**src/rtl/cmdif_pkg.sv**
```systemverilog
package cmdif_pkg;
  localparam logic [7:0] CMD_MEM  = 8'h80;
  localparam logic [7:0] CMD_DIR  = 8'h81;
  localparam logic [7:0] CMD_PDAT = 8'h82;
  localparam logic [7:0] CMD_AUX  = 8'h83;
  localparam logic [7:0] CMD_OPT  = 8'h85;
  localparam logic [7:0] CMD_ST0  = 8'h90;
  localparam logic [7:0] CMD_ST1  = 8'h91;
  localparam logic [7:0] CMD_RES  = 8'h92;
  localparam logic [7:0] CMD_PIN  = 8'h93;

  typedef enum logic [1:0] {CM_4B = 2'd0, CM_5B = 2'd1, CM_6B = 2'd2, CM_FULL = 2'd3} comp_mode_e;
  typedef enum logic [1:0] {EC_FALL = 2'd0, EC_RISE = 2'd1, EC_LOW = 2'd2, EC_HIGH = 2'd3} ecap_e;

  function automatic comp_mode_e decode_comp(input logic [3:0] oh);
    case (oh)
      4'b1000: return CM_FULL;
      4'b0010: return CM_5B;
      4'b0001: return CM_4B;
      default: return CM_6B;
    endcase
  endfunction
endpackage

```
**src/rtl/cmdif_sync.sv**
```systemverilog
module cmdif_sync #(
  parameter int W      = 1,
  parameter int STAGES = 2
) (
  input  logic         clk,
  input  logic         rst_n,
  input  logic [W-1:0] d_i,
  output logic [W-1:0] q_o
);
  generate
    if (STAGES <= 1) begin : g_one
      logic [W-1:0] st_q;
      always_ff @(posedge clk or negedge rst_n)
        if (!rst_n) st_q <= '0;
        else        st_q <= d_i;
      assign q_o = st_q;
    end else begin : g_chain
      logic [STAGES-1:0][W-1:0] st_q;
      always_ff @(posedge clk or negedge rst_n)
        if (!rst_n) st_q <= '0;
        else        st_q <= {st_q[STAGES-2:0], d_i};
      assign q_o = st_q[STAGES-1];
    end
  endgenerate
endmodule

```
**src/rtl/cmdif_serial.sv**
```systemverilog
module cmdif_serial #(
  parameter int CMD_W = 8,
  parameter int DAT_W = 8,
  parameter int RES_W = 16
) (
  input  logic             clk,
  input  logic             rst_n,
  input  logic             sclk_s,
  input  logic             sdi_s,
  input  logic             ld_s,
  input  logic [RES_W-1:0] rd_word_i,
  output logic             wr_stb_o,
  output logic             rd_stb_o,
  output logic [CMD_W-1:0] wr_cmd_o,
  output logic [DAT_W-1:0] wr_data_o,
  output logic [CMD_W-1:0] rd_cmd_o,
  output logic             ro_o,
  output logic             sdo_o
);
  import cmdif_pkg::*;
  localparam int WR_BITS = CMD_W + DAT_W;
  localparam int CNT_MAX = WR_BITS + 1;
  localparam int CNT_W   = $clog2(CNT_MAX + 1);

  logic               sclk_q, ld_q, ro_q, ro_d;
  logic [WR_BITS-1:0] rx_q, rx_d;
  logic [CNT_W-1:0]   cnt_q, cnt_d;
  logic [RES_W-1:0]   tx_q, tx_d;
  logic               sclk_rise, sclk_fall, ld_rise, wr_ok, rd_ok;

  assign sclk_rise = sclk_s & ~sclk_q;
  assign sclk_fall = ~sclk_s & sclk_q;
  assign ld_rise   = ld_s & ~ld_q;
  assign wr_cmd_o  = rx_q[WR_BITS-1:DAT_W];
  assign wr_data_o = rx_q[DAT_W-1:0];
  assign rd_cmd_o  = rx_q[CMD_W-1:0];

  always_comb begin
    wr_ok = ld_rise && !ro_q && (cnt_q == CNT_W'(WR_BITS))
            && (wr_cmd_o >= CMD_MEM) && (wr_cmd_o <= CMD_OPT);
    rd_ok = ld_rise && !ro_q && (cnt_q == CNT_W'(CMD_W))
            && (rd_cmd_o >= CMD_ST0) && (rd_cmd_o <= CMD_PIN);
    cnt_d = cnt_q;
    rx_d  = rx_q;
    ro_d  = ro_q;
    tx_d  = tx_q;
    if (ld_rise) begin
      cnt_d = '0;
      ro_d  = rd_ok;
      if (!rd_ok)                 tx_d = '0;
      else if (rd_cmd_o == CMD_RES) tx_d = rd_word_i;
      else                        tx_d = {rd_word_i[CMD_W-1:0], {(RES_W-CMD_W){1'b0}}};
    end else begin
      if (sclk_rise) begin
        rx_d = {rx_q[WR_BITS-2:0], sdi_s};
        if (cnt_q != CNT_W'(CNT_MAX)) cnt_d = cnt_q + 1'b1;
      end
      if (sclk_fall && ro_q) tx_d = {tx_q[RES_W-2:0], 1'b0};
    end
  end

  always_ff @(posedge clk or negedge rst_n)
    if (!rst_n) begin
      sclk_q <= 1'b0;
      ld_q   <= 1'b0;
      ro_q   <= 1'b0;
      rx_q   <= '0;
      cnt_q  <= '0;
      tx_q   <= '0;
    end else begin
      sclk_q <= sclk_s;
      ld_q   <= ld_s;
      ro_q   <= ro_d;
      rx_q   <= rx_d;
      cnt_q  <= cnt_d;
      tx_q   <= tx_d;
    end

  assign wr_stb_o = wr_ok;
  assign rd_stb_o = rd_ok;
  assign ro_o     = ro_q;
  assign sdo_o    = tx_q[RES_W-1] & ro_q;
endmodule

```
**src/rtl/cmdif_regs.sv**
```systemverilog
module cmdif_regs #(
  parameter int GP_W  = 5,
  parameter int RES_W = 16
) (
  input  logic             clk,
  input  logic             rst_n,
  input  logic             wr_stb_i,
  input  logic             rd_stb_i,
  input  logic [7:0]       wr_cmd_i,
  input  logic [7:0]       wr_data_i,
  input  logic [7:0]       rd_cmd_i,
  input  logic             ovf_i,
  input  logic             bovf_i,
  input  logic             empty_i,
  input  logic             eflag_s,
  input  logic             eframe_s,
  input  logic [GP_W-1:0]  gp_di_s,
  input  logic [RES_W-1:0] residual_i,
  output logic [RES_W-1:0] rd_word_o,
  output logic             mem_on_o,
  output logic             rd_en_o,
  output logic [1:0]       conn_mode_o,
  output logic             enc_active_o,
  output logic             mute_o,
  output logic             cmp12_o,
  output logic [1:0]       ram_cfg_o,
  output logic [1:0]       comp_mode_o,
  output logic [GP_W-1:0]  gp_oe_o,
  output logic [GP_W-1:0]  gp_do_o,
  output logic             wovf_o
);
  import cmdif_pkg::*;
  localparam logic [7:0] OPT_RST = 8'h04;

  logic            mem_on_q, rd_en_q, enc_q, mute_q, cmp12_q;
  logic [1:0]      conn_q;
  logic [7:0]      opt_q;
  logic [GP_W-1:0] dir_q, do_q;
  logic            err_q, wovf_q, bovf_q, dstop_q, ovf_q, empty_q, eframe_q;
  logic            mem_on_d, rd_en_d, enc_d, mute_d, cmp12_d;
  logic [1:0]      conn_d;
  logic [7:0]      opt_d;
  logic [GP_W-1:0] dir_d, do_d, pin_view;
  logic            err_d, wovf_d, bovf_d, dstop_d;
  logic            wr_mem, wr_dir, wr_pdat, wr_aux, wr_opt, clr_st0, err_hit, enc_set, enc_rst;
  ecap_e           ec;

  always_comb begin
    wr_mem  = wr_stb_i && (wr_cmd_i == CMD_MEM);
    wr_dir  = wr_stb_i && (wr_cmd_i == CMD_DIR);
    wr_pdat = wr_stb_i && (wr_cmd_i == CMD_PDAT);
    wr_aux  = wr_stb_i && (wr_cmd_i == CMD_AUX);
    wr_opt  = wr_stb_i && (wr_cmd_i == CMD_OPT);
    clr_st0 = rd_stb_i && (rd_cmd_i == CMD_ST0);
    ec      = ecap_e'(opt_q[5:4]);
    case (ec)
      EC_FALL: err_hit = !eframe_s && eframe_q && !eflag_s;
      EC_RISE: err_hit = eframe_s && !eframe_q && !eflag_s;
      EC_LOW:  err_hit = !eflag_s;
      default: err_hit = eflag_s;
    endcase
    err_d   = (err_q & ~clr_st0) | err_hit;
    wovf_d  = (wovf_q & ~clr_st0) | (ovf_i & ~ovf_q);
    bovf_d  = (bovf_q & ~clr_st0) | bovf_i;
    dstop_d = (dstop_q & ~clr_st0) | (empty_i & ~empty_q);
    enc_set = wr_mem && wr_data_i[7] && wr_data_i[0] && !err_q && !ovf_i;
    enc_rst = (wr_mem && (!wr_data_i[7] || !wr_data_i[0] || (wr_data_i[3:2] != 2'b00)))
              || err_hit || ovf_i;
    if (enc_rst)      enc_d = 1'b0;
    else if (enc_set) enc_d = 1'b1;
    else              enc_d = enc_q;
    mem_on_d = wr_mem ? wr_data_i[0]   : mem_on_q;
    conn_d   = wr_mem ? wr_data_i[3:2] : conn_q;
    rd_en_d  = wr_mem ? wr_data_i[5]   : rd_en_q;
    cmp12_d  = wr_aux ? wr_data_i[0]   : cmp12_q;
    mute_d   = wr_aux ? wr_data_i[1]   : mute_q;
    opt_d    = wr_opt ? wr_data_i      : opt_q;
    dir_d    = wr_dir ? wr_data_i[GP_W-1:0] : dir_q;
    do_d     = wr_pdat ? ((do_q & ~dir_q) | (wr_data_i[GP_W-1:0] & dir_q)) : do_q;
    pin_view = (dir_q & do_q) | (~dir_q & gp_di_s);
    case (rd_cmd_i)
      CMD_ST0: rd_word_o = RES_W'({err_q, wovf_q, bovf_q, 3'b000, dstop_q, 1'b0});
      CMD_ST1: rd_word_o = RES_W'({empty_i, ovf_i, enc_q, 5'b00000});
      CMD_RES: rd_word_o = residual_i;
      CMD_PIN: rd_word_o = RES_W'(pin_view);
      default: rd_word_o = '0;
    endcase
  end

  always_ff @(posedge clk or negedge rst_n)
    if (!rst_n) begin
      mem_on_q <= 1'b0; rd_en_q <= 1'b0; enc_q <= 1'b0; mute_q <= 1'b0; cmp12_q <= 1'b0;
      conn_q <= '0; opt_q <= OPT_RST; dir_q <= '0; do_q <= '0;
      err_q <= 1'b0; wovf_q <= 1'b0; bovf_q <= 1'b0; dstop_q <= 1'b0;
      ovf_q <= 1'b0; empty_q <= 1'b0; eframe_q <= 1'b0;
    end else begin
      mem_on_q <= mem_on_d; rd_en_q <= rd_en_d; enc_q <= enc_d; mute_q <= mute_d; cmp12_q <= cmp12_d;
      conn_q <= conn_d; opt_q <= opt_d; dir_q <= dir_d; do_q <= do_d;
      err_q <= err_d; wovf_q <= wovf_d; bovf_q <= bovf_d; dstop_q <= dstop_d;
      ovf_q <= ovf_i; empty_q <= empty_i; eframe_q <= eframe_s;
    end

  assign mem_on_o     = mem_on_q;
  assign rd_en_o      = rd_en_q;
  assign conn_mode_o  = conn_q;
  assign enc_active_o = enc_q;
  assign mute_o       = mute_q;
  assign cmp12_o      = cmp12_q;
  assign ram_cfg_o    = opt_q[7:6];
  assign comp_mode_o  = 2'(decode_comp(opt_q[3:0]));
  assign gp_oe_o      = dir_q;
  assign gp_do_o      = do_q;
  assign wovf_o       = wovf_q;
endmodule

```
**src/rtl/cmdif_top.sv**
```systemverilog
module cmdif_top #(
  parameter int GP_W        = 5,
  parameter int RES_W       = 16,
  parameter int SYNC_STAGES = 2
) (
  input  logic             clk,
  input  logic             rst_n,
  input  logic             host_sclk_i,
  input  logic             host_sdi_i,
  input  logic             host_ld_i,
  output logic             host_sdo_o,
  input  logic             ovf_i,
  input  logic             bovf_i,
  input  logic             empty_i,
  input  logic             eflag_i,
  input  logic             eframe_i,
  input  logic [RES_W-1:0] residual_i,
  input  logic [GP_W-1:0]  gp_di_i,
  output logic [GP_W-1:0]  gp_oe_o,
  output logic [GP_W-1:0]  gp_do_o,
  output logic             mem_on_o,
  output logic             rd_en_o,
  output logic [1:0]       conn_mode_o,
  output logic             enc_active_o,
  output logic             mute_o,
  output logic             cmp12_o,
  output logic [1:0]       ram_cfg_o,
  output logic [1:0]       comp_mode_o
);
  localparam int CMD_W  = 8;
  localparam int DAT_W  = 8;
  localparam int SYNC_W = 5 + GP_W;

  logic [SYNC_W-1:0] sync_q;
  logic              sclk_s, sdi_s, ld_s, eflag_s, eframe_s;
  logic [GP_W-1:0]   gp_di_s;
  logic              wr_stb_w, rd_stb_w, ro_w, wovf_w;
  logic [CMD_W-1:0]  wr_cmd_w, rd_cmd_w;
  logic [DAT_W-1:0]  wr_data_w;
  logic [RES_W-1:0]  rd_word_w;

  cmdif_sync #(.W(SYNC_W), .STAGES(SYNC_STAGES)) u_sync (
    .clk(clk), .rst_n(rst_n),
    .d_i({host_sclk_i, host_sdi_i, host_ld_i, eflag_i, eframe_i, gp_di_i}),
    .q_o(sync_q)
  );
  assign {sclk_s, sdi_s, ld_s, eflag_s, eframe_s, gp_di_s} = sync_q;

  cmdif_serial #(.CMD_W(CMD_W), .DAT_W(DAT_W), .RES_W(RES_W)) u_ser (
    .clk(clk), .rst_n(rst_n), .sclk_s(sclk_s), .sdi_s(sdi_s), .ld_s(ld_s),
    .rd_word_i(rd_word_w), .wr_stb_o(wr_stb_w), .rd_stb_o(rd_stb_w),
    .wr_cmd_o(wr_cmd_w), .wr_data_o(wr_data_w), .rd_cmd_o(rd_cmd_w),
    .ro_o(ro_w), .sdo_o(host_sdo_o)
  );

  cmdif_regs #(.GP_W(GP_W), .RES_W(RES_W)) u_regs (
    .clk(clk), .rst_n(rst_n), .wr_stb_i(wr_stb_w), .rd_stb_i(rd_stb_w),
    .wr_cmd_i(wr_cmd_w), .wr_data_i(wr_data_w), .rd_cmd_i(rd_cmd_w),
    .ovf_i(ovf_i), .bovf_i(bovf_i), .empty_i(empty_i),
    .eflag_s(eflag_s), .eframe_s(eframe_s), .gp_di_s(gp_di_s),
    .residual_i(residual_i), .rd_word_o(rd_word_w),
    .mem_on_o(mem_on_o), .rd_en_o(rd_en_o), .conn_mode_o(conn_mode_o),
    .enc_active_o(enc_active_o), .mute_o(mute_o), .cmp12_o(cmp12_o),
    .ram_cfg_o(ram_cfg_o), .comp_mode_o(comp_mode_o),
    .gp_oe_o(gp_oe_o), .gp_do_o(gp_do_o), .wovf_o(wovf_w)
  );
endmodule

```
**config.mk**
```make
export PLATFORM = sky130hd
export DESIGN_NAME = cmdif_top
export DESIGN_NICKNAME = d
export VERILOG_FILES = /design/src/rtl/cmdif_pkg.sv /design/src/rtl/cmdif_sync.sv /design/src/rtl/cmdif_serial.sv /design/src/rtl/cmdif_regs.sv /design/src/rtl/cmdif_top.sv
export SDC_FILE = /design/constraint.sdc
export NUM_CORES = 1
export LEC_CHECK = 0
export BUFFER_PORTS_ARGS = -buffer_cell sky130_fd_sc_hd__buf_2
export CORE_UTILIZATION = 57
export CTS_CLUSTER_DIAMETER = 150
export DETAILED_ROUTE_END_ITERATION = 8
export PLACE_DENSITY = 0.88
export SLEW_MARGIN = 20
export SYNTH_ARGS = -nofsm -noshare
export SYNTH_HDL_FRONTEND = slang
export SYNTH_SLANG_ARGS = --single-unit
```
**constraint.sdc**
```tcl
create_clock -name clk -period 2.2 [get_ports clk]
set_clock_uncertainty 0.05 [all_clocks]
set_input_delay 0.11 -clock clk [delete_from_list [all_inputs] [get_ports clk]]
set_output_delay 0.11 -clock clk [all_outputs]
set_load 0.02 [all_outputs]
```
After elaboration in Yosys (flattened, before gate mapping) --
Index checks and enable logic that the tools add are counted.
Storage, ports and cells: bits in registers 92, output and inout bits 22, logic and storage cells 129
Operators by class: $add $sub $neg 1, $lt $le $gt $ge 4, equal/unequal tests 17, muxes and demuxes 12, bitwise operators 28, reduce and logical (&&, ||, !) cells 43
Operator list (number):
- 8-bit equality test (second input constant) | 9
- 16-bit 2-to-1 mux | 4
- 16-bit case mux with 4 select lines | 1
- 1-bit logical AND | 23
- 5-bit bitwise AND | 4
- 8-bit >= comparator (second input constant) | 2
- 8-bit less-or-equal comparator (second input constant) | 2
- 5-bit 2-to-1 mux | 3
- 1-bit bitwise AND | 10
- 5-bit bitwise OR | 2
- 2-bit nonzero test | 5
- 1-bit logical NOT | 8
- 1-bit inverter | 7
- 2-bit case mux with 3 select lines | 1
- 5-bit by 1-bit adder with 5-bit output (second input constant) | 1
- 5-bit by 4-bit equality test with 1-bit output (second input constant) | 1
- 5-bit equality test (second input constant) | 1
- 5-bit inequality test (second input constant) | 1
- 5-bit inverter | 1
- 4-bit by 1-bit equality test with 1-bit output (second input constant) | 1
- 4-bit by 2-bit equality test with 1-bit output (second input constant) | 1
- 4-bit equality test (second input constant) | 1
- 1-bit logical OR | 4
- 1-bit bitwise OR | 4
- 6 further kinds | 8

Depth between registers and ports, before layout --
Gate-level depths: netlist of run 1.
depth in word-level cells 13, mapped depth 6

By module --
Synthesis of run 1 repeated with hierarchy kept, for this count alone.
Unflattened totals: cells, all modules 374, area total of the unflattened synthesis 4521.8 sq um
By module, submodules not included:
- cmdif_serial | times used 1, cells each 207, area an instance 2287.2 sq um, seq. area each 1001.0 sq um
- cmdif_regs | times used 1, cells each 137, area an instance 1659.1 sq um, seq. area each 802.0 sq um
- cmdif_sync | times used 1, cells each 30, area an instance 575.6 sq um, seq. area each 500.5 sq um

Worst setup path before layout of run 1 --
OpenSTA, ideal clock, no wires.
kind register to register, start reg u_ser.cnt_q[0], end reg u_regs.cmp12_q (netlist: u_regs.cmp12_o), arrival time 1.669 ns, data required time 2.025 ns, path slack 0.356 ns, cell stages (with the launch flop) 6, period minus slack after synthesis 1.844 ns, cells stage by stage dfrtp_1 inv_1 ha_1 nand3_4 or4_4 mux2_4
On the way: longest elaborated chain between the ends 5
Ends and longest elaborated chain:
- start, declared | RTL line cmdif_serial.sv:27 | logic [CNT_W-1:0] cnt_q, cnt_d;
- start signal, assigned | RTL line cmdif_serial.sv:75 | cnt_q <= cnt_d;
- 5-bit equality test | RTL line cmdif_serial.sv:39 | wr_ok = ld_rise && !ro_q && (cnt_q == CNT_W'(WR_BITS))
- 1-bit logical AND | RTL line cmdif_serial.sv:39
- 1-bit logical AND (2 in series) | RTL line cmdif_serial.sv:40 | && (wr_cmd_o >= CMD_MEM) && (wr_cmd_o <= CMD_OPT);
- 1-bit logical AND | RTL line cmdif_regs.sv:52 | wr_aux = wr_stb_i && (wr_cmd_i == CMD_AUX);
- end signal, assigned | RTL line cmdif_regs.sv:97 | mem_on_q <= mem_on_d; rd_en_q <= rd_en_d; enc_q <= enc_d; mute_q <= mute_d; cmp12_q <= cmp12_d;
- end, declared | RTL line cmdif_regs.sv:35 | logic mem_on_q, rd_en_q, enc_q, mute_q, cmp12_q;
No other way between the ends. A chain may end at the register's enable or synchronous reset.

Worst setup path in the final report of run 1 --
start reg u_ser.rx_q[3], end reg u_regs.bovf_q
On the way: longest elaborated chain between the ends 7, elaborated cells between the ends (all ways) 9
Ends and longest elaborated chain:
- start, declared | RTL line cmdif_serial.sv:26 | logic [WR_BITS-1:0] rx_q, rx_d;
- start signal, assigned | RTL line cmdif_serial.sv:74 | rx_q <= rx_d;
- 8-bit >= comparator | RTL line cmdif_serial.sv:42 | && (rd_cmd_o >= CMD_ST0) && (rd_cmd_o <= CMD_PIN);
- 1-bit logical AND (2 in series) | RTL line cmdif_serial.sv:42
- 1-bit logical AND (*) | RTL line cmdif_regs.sv:54 | clr_st0 = rd_stb_i && (rd_cmd_i == CMD_ST0);
- 1-bit inverter (*) | RTL line cmdif_regs.sv:64 | bovf_d = (bovf_q & ~clr_st0) | bovf_i;
- 1-bit bitwise AND (*) | RTL line cmdif_regs.sv:64
- 1-bit bitwise OR (*) | RTL line cmdif_regs.sv:64
- named net u_regs.bovf_d | RTL line cmdif_regs.sv:44 | logic err_d, wovf_d, bovf_d, dstop_d;
- end signal, assigned | RTL line cmdif_regs.sv:99 | err_q <= err_d; wovf_q <= wovf_d; bovf_q <= bovf_d; dstop_q <= dstop_d;
- end, declared | RTL line cmdif_regs.sv:39 | logic err_q, wovf_q, bovf_q, dstop_q, ovf_q, empty_q, eframe_q;
The timed path passes the listed nets; every way through them passes the cells marked *.

==> results.md, run 1 <==
* Sequential standard cell area at between 2000 and 2500 um^2
* Post-synth EDFFs at 0
* Unique masters post-synth at 52
* CP max-delay cell: or3b_1
* DPL Wire Length at 6.04 mm
* Yosys warning count at 0
* Area grow syn2layout at 20.1%
* Port buffer count at 52
* Pint at between 0.002 and 0.003 W
* Nets at around 450
* Post-Synth Simple-Gate Area at around 14%
* CTS max path bufs at 2
* Worst setup SP type: register
* Fin area at just under 5000 um^2
* Post-synth top area cell: dfrtp_1
* First-pass GRT wire length at 14.4 mm
* Pwr Density at between 700 and 800 nW/um^2
* Final critical-path share of the clock period at ~92%
* Avg Inst Size Synth at 12.4 um^2
* Worst-path cell chain: or3b_1 -> nor4_4 -> nand3_1 -> a21o_1
* All-Layer GR Usage at between 20 and 30%
* Synth async-reset ratio at 100%
* Crit path max fanout at 8
* Worst VDD drop at between 0.0007 and 0.0008 V
* Area of the multi-input gates at about 1700 um^2
* Worst Path Required at 2.42 ns
* Leak at around 2.3 nW
* Largest family of logic cells by synthesized area: multiplexers
* DR DRC count at 0
* Synth area leaders: dfrtp_1 (56%), mux2_2 (11%), mux2i_1 (3.2%), nor2_1 (2.1%), nand4_1 (1.8%)
* Worst-Margin Slew at 0.518 ns
* Commonest non-fill, non-tap cell in the layout: dfrtp_1
* Pin count of the biggest net entering global routing at 48
* Filler cells at about 480
* H-tree levels at 3
* Antenna violations before repair at 0
* Vias in the first global route at 2,947
* Clock transition at path regs at 0.10 ns
* Hold/Removal Path Class: in -> reg
* Worst skew pair latency at approximately 0.37 ns
* Cts bufs inserted at 9
* Psw at around 0.0012 W
* Mux share of post-synthesis cell area at between 10% and 20%
* Share of cells above drive strength 1 at approximately a third
* Non-Filler Instances at 512
* Cells after Synth at between 300 and 400
* Top delay family on crit path: simple AND/OR/NAND/NOR gates
* Initial Utilization at between 50% and 60%
* Seq/Total Area, Yosys at approximately 57%
* Max Cap Violations at 0
* Post-layout util at just over 70%
* CTS tree: yes
* DRT iter0 DRCs at roughly 230
* Clock sinks at between 90 and 100
* Crit-path max cell delay at about 0.5 ns
* GRT overflow at 0
* Post-synthesis adder-cell area fraction at less than 1%
* Antenna viol nets, final at 0
* Total number of vias at 2,981
* Final Hold Viols at 0
* Setup crit end kind: register
* Core Box Area at just under 7000 um^2
* Synthesized cell area at 4080 um^2
* # diodes at 0
* Final setup vio count at 0
* RSZ-0062 raised after global routing: false
* Slew HR at 65.3%
* Primary FF master, synth: dfrtp_1
* Gate power share at roughly 17%
* Post_cts resized at 0
* Crit Path Class: reg -> reg
* Setup TNS at 0 ns
* Clock Power Share at 28.7%
* Synth Area in Compound Gates at approximately 9.7%
* Die ar. at between 7000 and 8000 um^2
* Placed Cells at between 400 and 500
* Drt wl/cell at between 15 and 20 um
* Gpl congestion at around 0.84
* Chip height at between 80 and 90 um
* Max Slew Vio Count at 0
* Total Routed Length at just under 9 mm
* Run status: completed
* DR pass1 iterations at 5
* Hold Slack at approximately 0.17 ns
* Die W at just under 90 um
* Fmax at ~500 MHz
* Sw frac at 32.4%
* Postcts setup bufs at 0
* Sequential Power Share at 54.3%
* Top-area cell type share of the netlist area at a little under three fifths
* Post-Synth XOR/XNOR Area at 1.29%
* Row cnt at 30
* Vias/cell at around 5.8
* DP Area at ~4500 um^2
* CP arrival at approximately 2.3 ns
* I/O pin total at 53
* Root Driver: clkbuf_8
* Yosys reg bits at 92
* Tmin final at approximately 2 ns
* Post-Syn Nets at about 360
* Most frequent cells in the layout: dfrtp_1 (91), buf_2 (51), mux2_2 (38)
* WP buf/inv at 0
final cells by class:
| class | instances | area share (%) |
|---|---|---|
| flip-flops and latches | 92 | 47.1 |
| multi-input cells | 211 | 33.9 |
| repair buffers | 86 | 11.9 |
| clock buffers | 9 | 2.53 |
| well taps | 96 | 2.45 |
| clock inverters | 7 | 1.30 |
| inverters | 11 | 0.844 |
registers in the layout, indices dropped and copies added (netlist names), 2 cells and up, named ones only:
name,cells
u_regs.opt_q,8
u_ser.rx_q,16
u_regs.gp_oe_o,5
u_sync.g_chain.st_q,10
u_regs.conn_mode_o,2
u_ser.tx_q,16
u_ser.cnt_q,5
u_sync.q_o,10
worst paths after layout:
| check | startpoint | end | slack (ns) | cells past startpoint |
|---|---|---|---|---|
| worst min-delay path | residual_i[13] | u_ser.tx_q[13]$_DFFE_PN0P_ | 0.17 | 5 |
| max in group asynchronous | rst_n | u_regs.opt_q[2]$_DFFE_PN1P_ | 1.29 | 3 |
| min in group asynchronous | rst_n | u_ser.tx_q[6]$_DFFE_PN0P_ | 0.18 | 2 |
| worst max-delay path | u_ser.rx_q[3]$_DFFE_PN0P_ | u_regs.bovf_q$_DFF_PN0_ | 0.17 | 4 |
| worst max register to register | u_ser.rx_q[3]$_DFFE_PN0P_ | u_regs.bovf_q$_DFF_PN0_ | 0.17 | 4 |
| worst min register to register | u_sync.g_chain.st_q[2]$_DFF_PN0_ | u_sync.q_o[2]$_DFF_PN0_ | 0.31 | 0 |
Yosys cell counts, types with 3 or more instances:
master     count
nand2_1       11
o2bb2ai_1      7
inv_1         11
and2_1         3
nor2b_1        5
o21a_1         4
mux2_2        38
nor4_4         3
a31oi_1        7
xnor2_1        3
nor2_1        23
o21ai_0       11
a2111oi_0      4
nand2b_1       5
nand4_1       12
buf_4          3
nor4_1         5
dfrtp_1       91
a21oi_1       12
mux2i_1       13
ha_1           3
nand3_1        7
clkbuf_1      10
xor2_1         3
layer usage:
layer	wire length, um	GRT usage (%)	share of wire, %	up-vias
met1	3700	33.5	42	1440
li1	-	-	-	1364
met5	0	0	0	-
met4	318	15.6	3.6	0
met2	4240	39.6	48	151
met3	607	4.76	6.8	26
tightest hold or removal path, delay by kind of cell:
family	cells	cell delay [ns]
compound gates	2	0.16
mux	1	0.12
buf+inv	1	0.09
simple gates	1	0.08
kinds of logic (layout without fill, tap and decap cells):
kind of cell / count (synthesis) / count (layout)
muxes: 53 / 53
buffers and inverters: 26 / 113
AOI/OAI and AO/OA: 58 / 58
adders and majority gates: 3 / 3
xor gates and xnor gates: 6 / 6
and+or+nand+nor: 91 / 91
DFF: 92 / 92
power groups by stage:
| stage | registers, W | logic, W | clock network [W] |
|---|---|---|---|
| 4_1_cts | 0.00205 | 0.000644 | 0.00112 |
| 6_report | 0.00206 | 0.000646 | 0.00109 |
| 3_3_place_gp | 0.00207 | 0.000580 | 0 |
| 2_1_floorplan | 0.00200 | 0.000469 | 0 |
| 5_1_grt | 0.00209 | 0.000701 | 0.00117 |
| 3_5_place_dp | 0.00209 | 0.000608 | 0 |
through the flow:
stage / setup WS, ns / total power [W]
2_1_floorplan: 0.356 / 0.00246
3_3_place_gp: 0.272 / 0.00265
3_5_place_dp: 0.227 / 0.00269
4_1_cts: 0.205 / 0.00381
5_1_grt: 0.0955 / 0.00396
6_report: 0.166 / 0.00379
what timing repair did:
action	CTS	global route
setup endpoints to repair	0	0
hold buffers	20	0
hold endpoints to repair	52	0
Power figures use the tool's default switching activity.
==> inputs of run 2 (changes only) <==
CTS_CLUSTER_DIAMETER = not set   (was 150)
PLACE_DENSITY = not set   (was 0.88)
PLACE_DENSITY_LB_ADDON = 0.15   (was not set)
==> run 2 against run 1 <==
Cell count is 0.20% higher. Flip-flop and latch count unchanged. Total power increased by 5.2%. Utilization grew 0.79 points. Cell area increased by 1.1%. Non-clock buffer count increased by 1. Wire length fell by 2.0%. Hold slack gained 0.010 ns. Critical path type unchanged. Largest cell class unchanged. Largest power group unchanged. Highest routed layer unchanged.
==> results.md, run 2 (synthesized netlist as in run 1, its figures left out) <==
* Max Slew Vio Count at 0 (unchanged)
* Post_cts resized at 0 (unchanged)
* Pin count of the biggest net entering global routing at 40 (was 48)
* H-tree levels at 3 (unchanged)
* Top flop regs: u_ser.rx_q (16), u_ser.tx_q (16) (unchanged)
* Worst VDD drop at 0.000517 V (was 0.000737 V)
* # diodes at 0 (unchanged)
* Gpl congestion at 0.829 (was 0.843)
* Min-delay src: residual_i[15] (was residual_i[13])
* Leak at 2.30 nW (was 2.28 nW)
* GRT overflow at 0 (unchanged)
* CTS tree: yes (unchanged)
* CTS max path bufs at 2 (unchanged)
* Max Cap Violations at 0 (unchanged)
* Pre-CTS setup slack at 0.251 ns (was 0.227 ns)
* DR DRC count at 0 (unchanged)
* Slew HR at 58.3% (was 65.3%)
* Final critical-path share of the clock period at 90.0% (was 92.5%)
* Root Driver: clkbuf_8 (unchanged)
* Setup crit end kind: register (unchanged)
* Crit path max fanout at 10 (was 8)
* Final setup vio count at 0 (unchanged)
* Drt wl/cell at 16.9 um (was 17.3 um)
* Worst-Margin Slew at 0.622 ns (was 0.518 ns)
* Vias in the first global route at 2,978 (was 2,947)
* Final Hold Viols at 0 (unchanged)
* Hold/Removal Path Class: in -> reg (unchanged)
* Fmax at 505 MHz (was 492 MHz)
* DR pass1 iterations at 4 (was 5)
* R2R Setup Slk at 0.22 ns (was 0.17 ns)
* Nets at 446 (was 445)
* Worst skew pair latency at 0.36 ns (was 0.37 ns)
* Port buffer count at 52 (unchanged)
* RSZ-0062 raised after global routing: false (unchanged)
* Antenna viol nets, final at 0 (unchanged)
* Total Routed Length at 8.68 mm (was 8.86 mm)
* Antenna violations before repair at 0 (unchanged)
* Post-layout util at 72.4% (was 71.6%)
* Tmin final at 1.98 ns (was 2.03 ns)
* Crit Path Class: reg -> reg (unchanged)
* CP arrival at 2.18 ns (was 2.25 ns)
* WP buf/inv at 1 (was 0)
* CP startpoint: u_ser.cnt_q[0]$_DFFE_PN0P_ (was u_ser.rx_q[3]$_DFFE_PN0P_)
* Postcts setup bufs at 0 (unchanged)
* Fin area at 4950 um^2 (was 4890 um^2)
* Most frequent cells in the layout: dfrtp_1 (91), buf_2 (51), mux2_2 (38) (unchanged)
* Final worst slack at 0.220 ns (was 0.166 ns)
* Share of cells above drive strength 1 at 32.1% (was 32.0%)
* Run status: completed (unchanged)
* Filler cells at 514 (was 483)
* Setup TNS at 0 ns (unchanged)
* Total number of vias at 2,843 (was 2,981)
* Pwr Density at 807 nW/um^2 (was 775 nW/um^2)
* Die W at 86.6 um (unchanged)
* First-pass GRT wire length at 14.6 mm (was 14.4 mm)
* Core Box Area at 6830 um^2 (unchanged)
* Clock sinks at 92 (unchanged)
* Cts bufs inserted at 9 (unchanged)
* Worst-path cell chain: inv_1 -> ha_1 -> nand3_4 -> or4_4 -> mux2_4 (was or3b_1 -> nor4_4 -> nand3_1 -> a21o_1)
* Commonest non-fill, non-tap cell in the layout: dfrtp_1 (unchanged)
* DPL Wire Length at 6.01 mm (was 6.04 mm)
* Worst setup SP type: register (unchanged)
* Vias/cell at 5.54 (was 5.82)
* Area grow syn2layout at 21.4% (was 20.1%)
* CTS Hold Bufs at 20 (unchanged)
* Row cnt at 30 (unchanged)
* DRT iter0 DRCs at 194 (was 228)
* All-Layer GR Usage at 26.1% (was 25.5%)
* Clock transition at path regs at 0.09 ns (was 0.10 ns)
* Worst Path Required at 2.40 ns (was 2.42 ns)
* Top delay family on crit path: simple AND/OR/NAND/NOR gates (unchanged)
* Die ar. at 7490 um^2 (unchanged)
* I/O pin total at 53 (unchanged)
* Crit-path max cell delay at 0.58 ns (was 0.50 ns)
* CP max-delay cell: or4_4 (was or3b_1)
* Chip height at 86.6 um (unchanged)
* R2R Path Start: u_ser.cnt_q[0]$_DFFE_PN0P_ (was u_ser.rx_q[3]$_DFFE_PN0P_)
* Initial Utilization at 59.7% (unchanged)
* DP Area at 4510 um^2 (about the same)
## run 2: cell count changes in the layout (fill, tap and decap cells not counted)
cell | before | now
buf_4 | 14 | 15
bufinv_16 | 0 | 2
clkbuf_8 | 9 | 10
clkinv_4 | 1 | 2
clkinvlp_4 | 2 | 1
inv_6 | 2 | 0
inv_8 | 2 | 1
## run 2: metal layers
layer	vias up	track usage (%)	routed length, um
li1	1359	-	-
met1	1410	34.4	3900
met2	62	42.5	4340
met3	12	3.90	276
met4	0	12.7	170
met5	-	0	0
## run 2: worst paths after layout
check,to,cells past startpoint
worst max-delay path,u_regs.mute_o$_DFFE_PN0P_,5
min in group asynchronous,u_sync.q_o[1]$_DFF_PN0_,2
worst min-delay path,u_ser.tx_q[15]$_DFFE_PN0P_,5
max in group asynchronous,u_regs.opt_q[6]$_DFFE_PN0P_,3
worst max register to register,u_regs.mute_o$_DFFE_PN0P_,5
worst min register to register,u_sync.q_o[0]$_DFF_PN0_,0
## run 2: report_power, final
part           switching, W  leakage (nW)  internal (W)  total, W
Sequential         0.000241          1.16       0.00185   0.00209
Combinational      0.000343          1.03      0.000285  0.000628
Clock              0.000593         0.115      0.000682   0.00127
Total               0.00118          2.30       0.00281   0.00399
## run 2: cell type report
| type | count | area [um^2] | share of cell area, % |
|---|---|---|---|
| clock inverter | 6 | 96.3 | 1.95 |
| tap | 96 | 120 | 2.43 |
| sequential | 92 | 2300 | 46.6 |
| clock buffer | 10 | 138 | 2.78 |
| timing repair buffer | 87 | 588 | 11.9 |
| multi-input combinational | 211 | 1660 | 33.6 |
| inverter | 11 | 41.3 | 0.835 |
## run 2: per-stage QoR
step,hold slack [ns],std cells,power (W)
floorplan,-0.236,329,0.00246
CTS,0.169,513,0.00402
global placement,0.0528,477,0.00268
detailed placement,0.0534,477,0.00272
global route,0.215,513,0.00418
finish,0.181,513,0.00399
## run 2: worst min-delay path: stages
cell and delay [ns]:
buf_2 0.10, inv_1 0.05, a2111oi_0 0.06, a31oi_1 0.17
a21oi_1 0.07
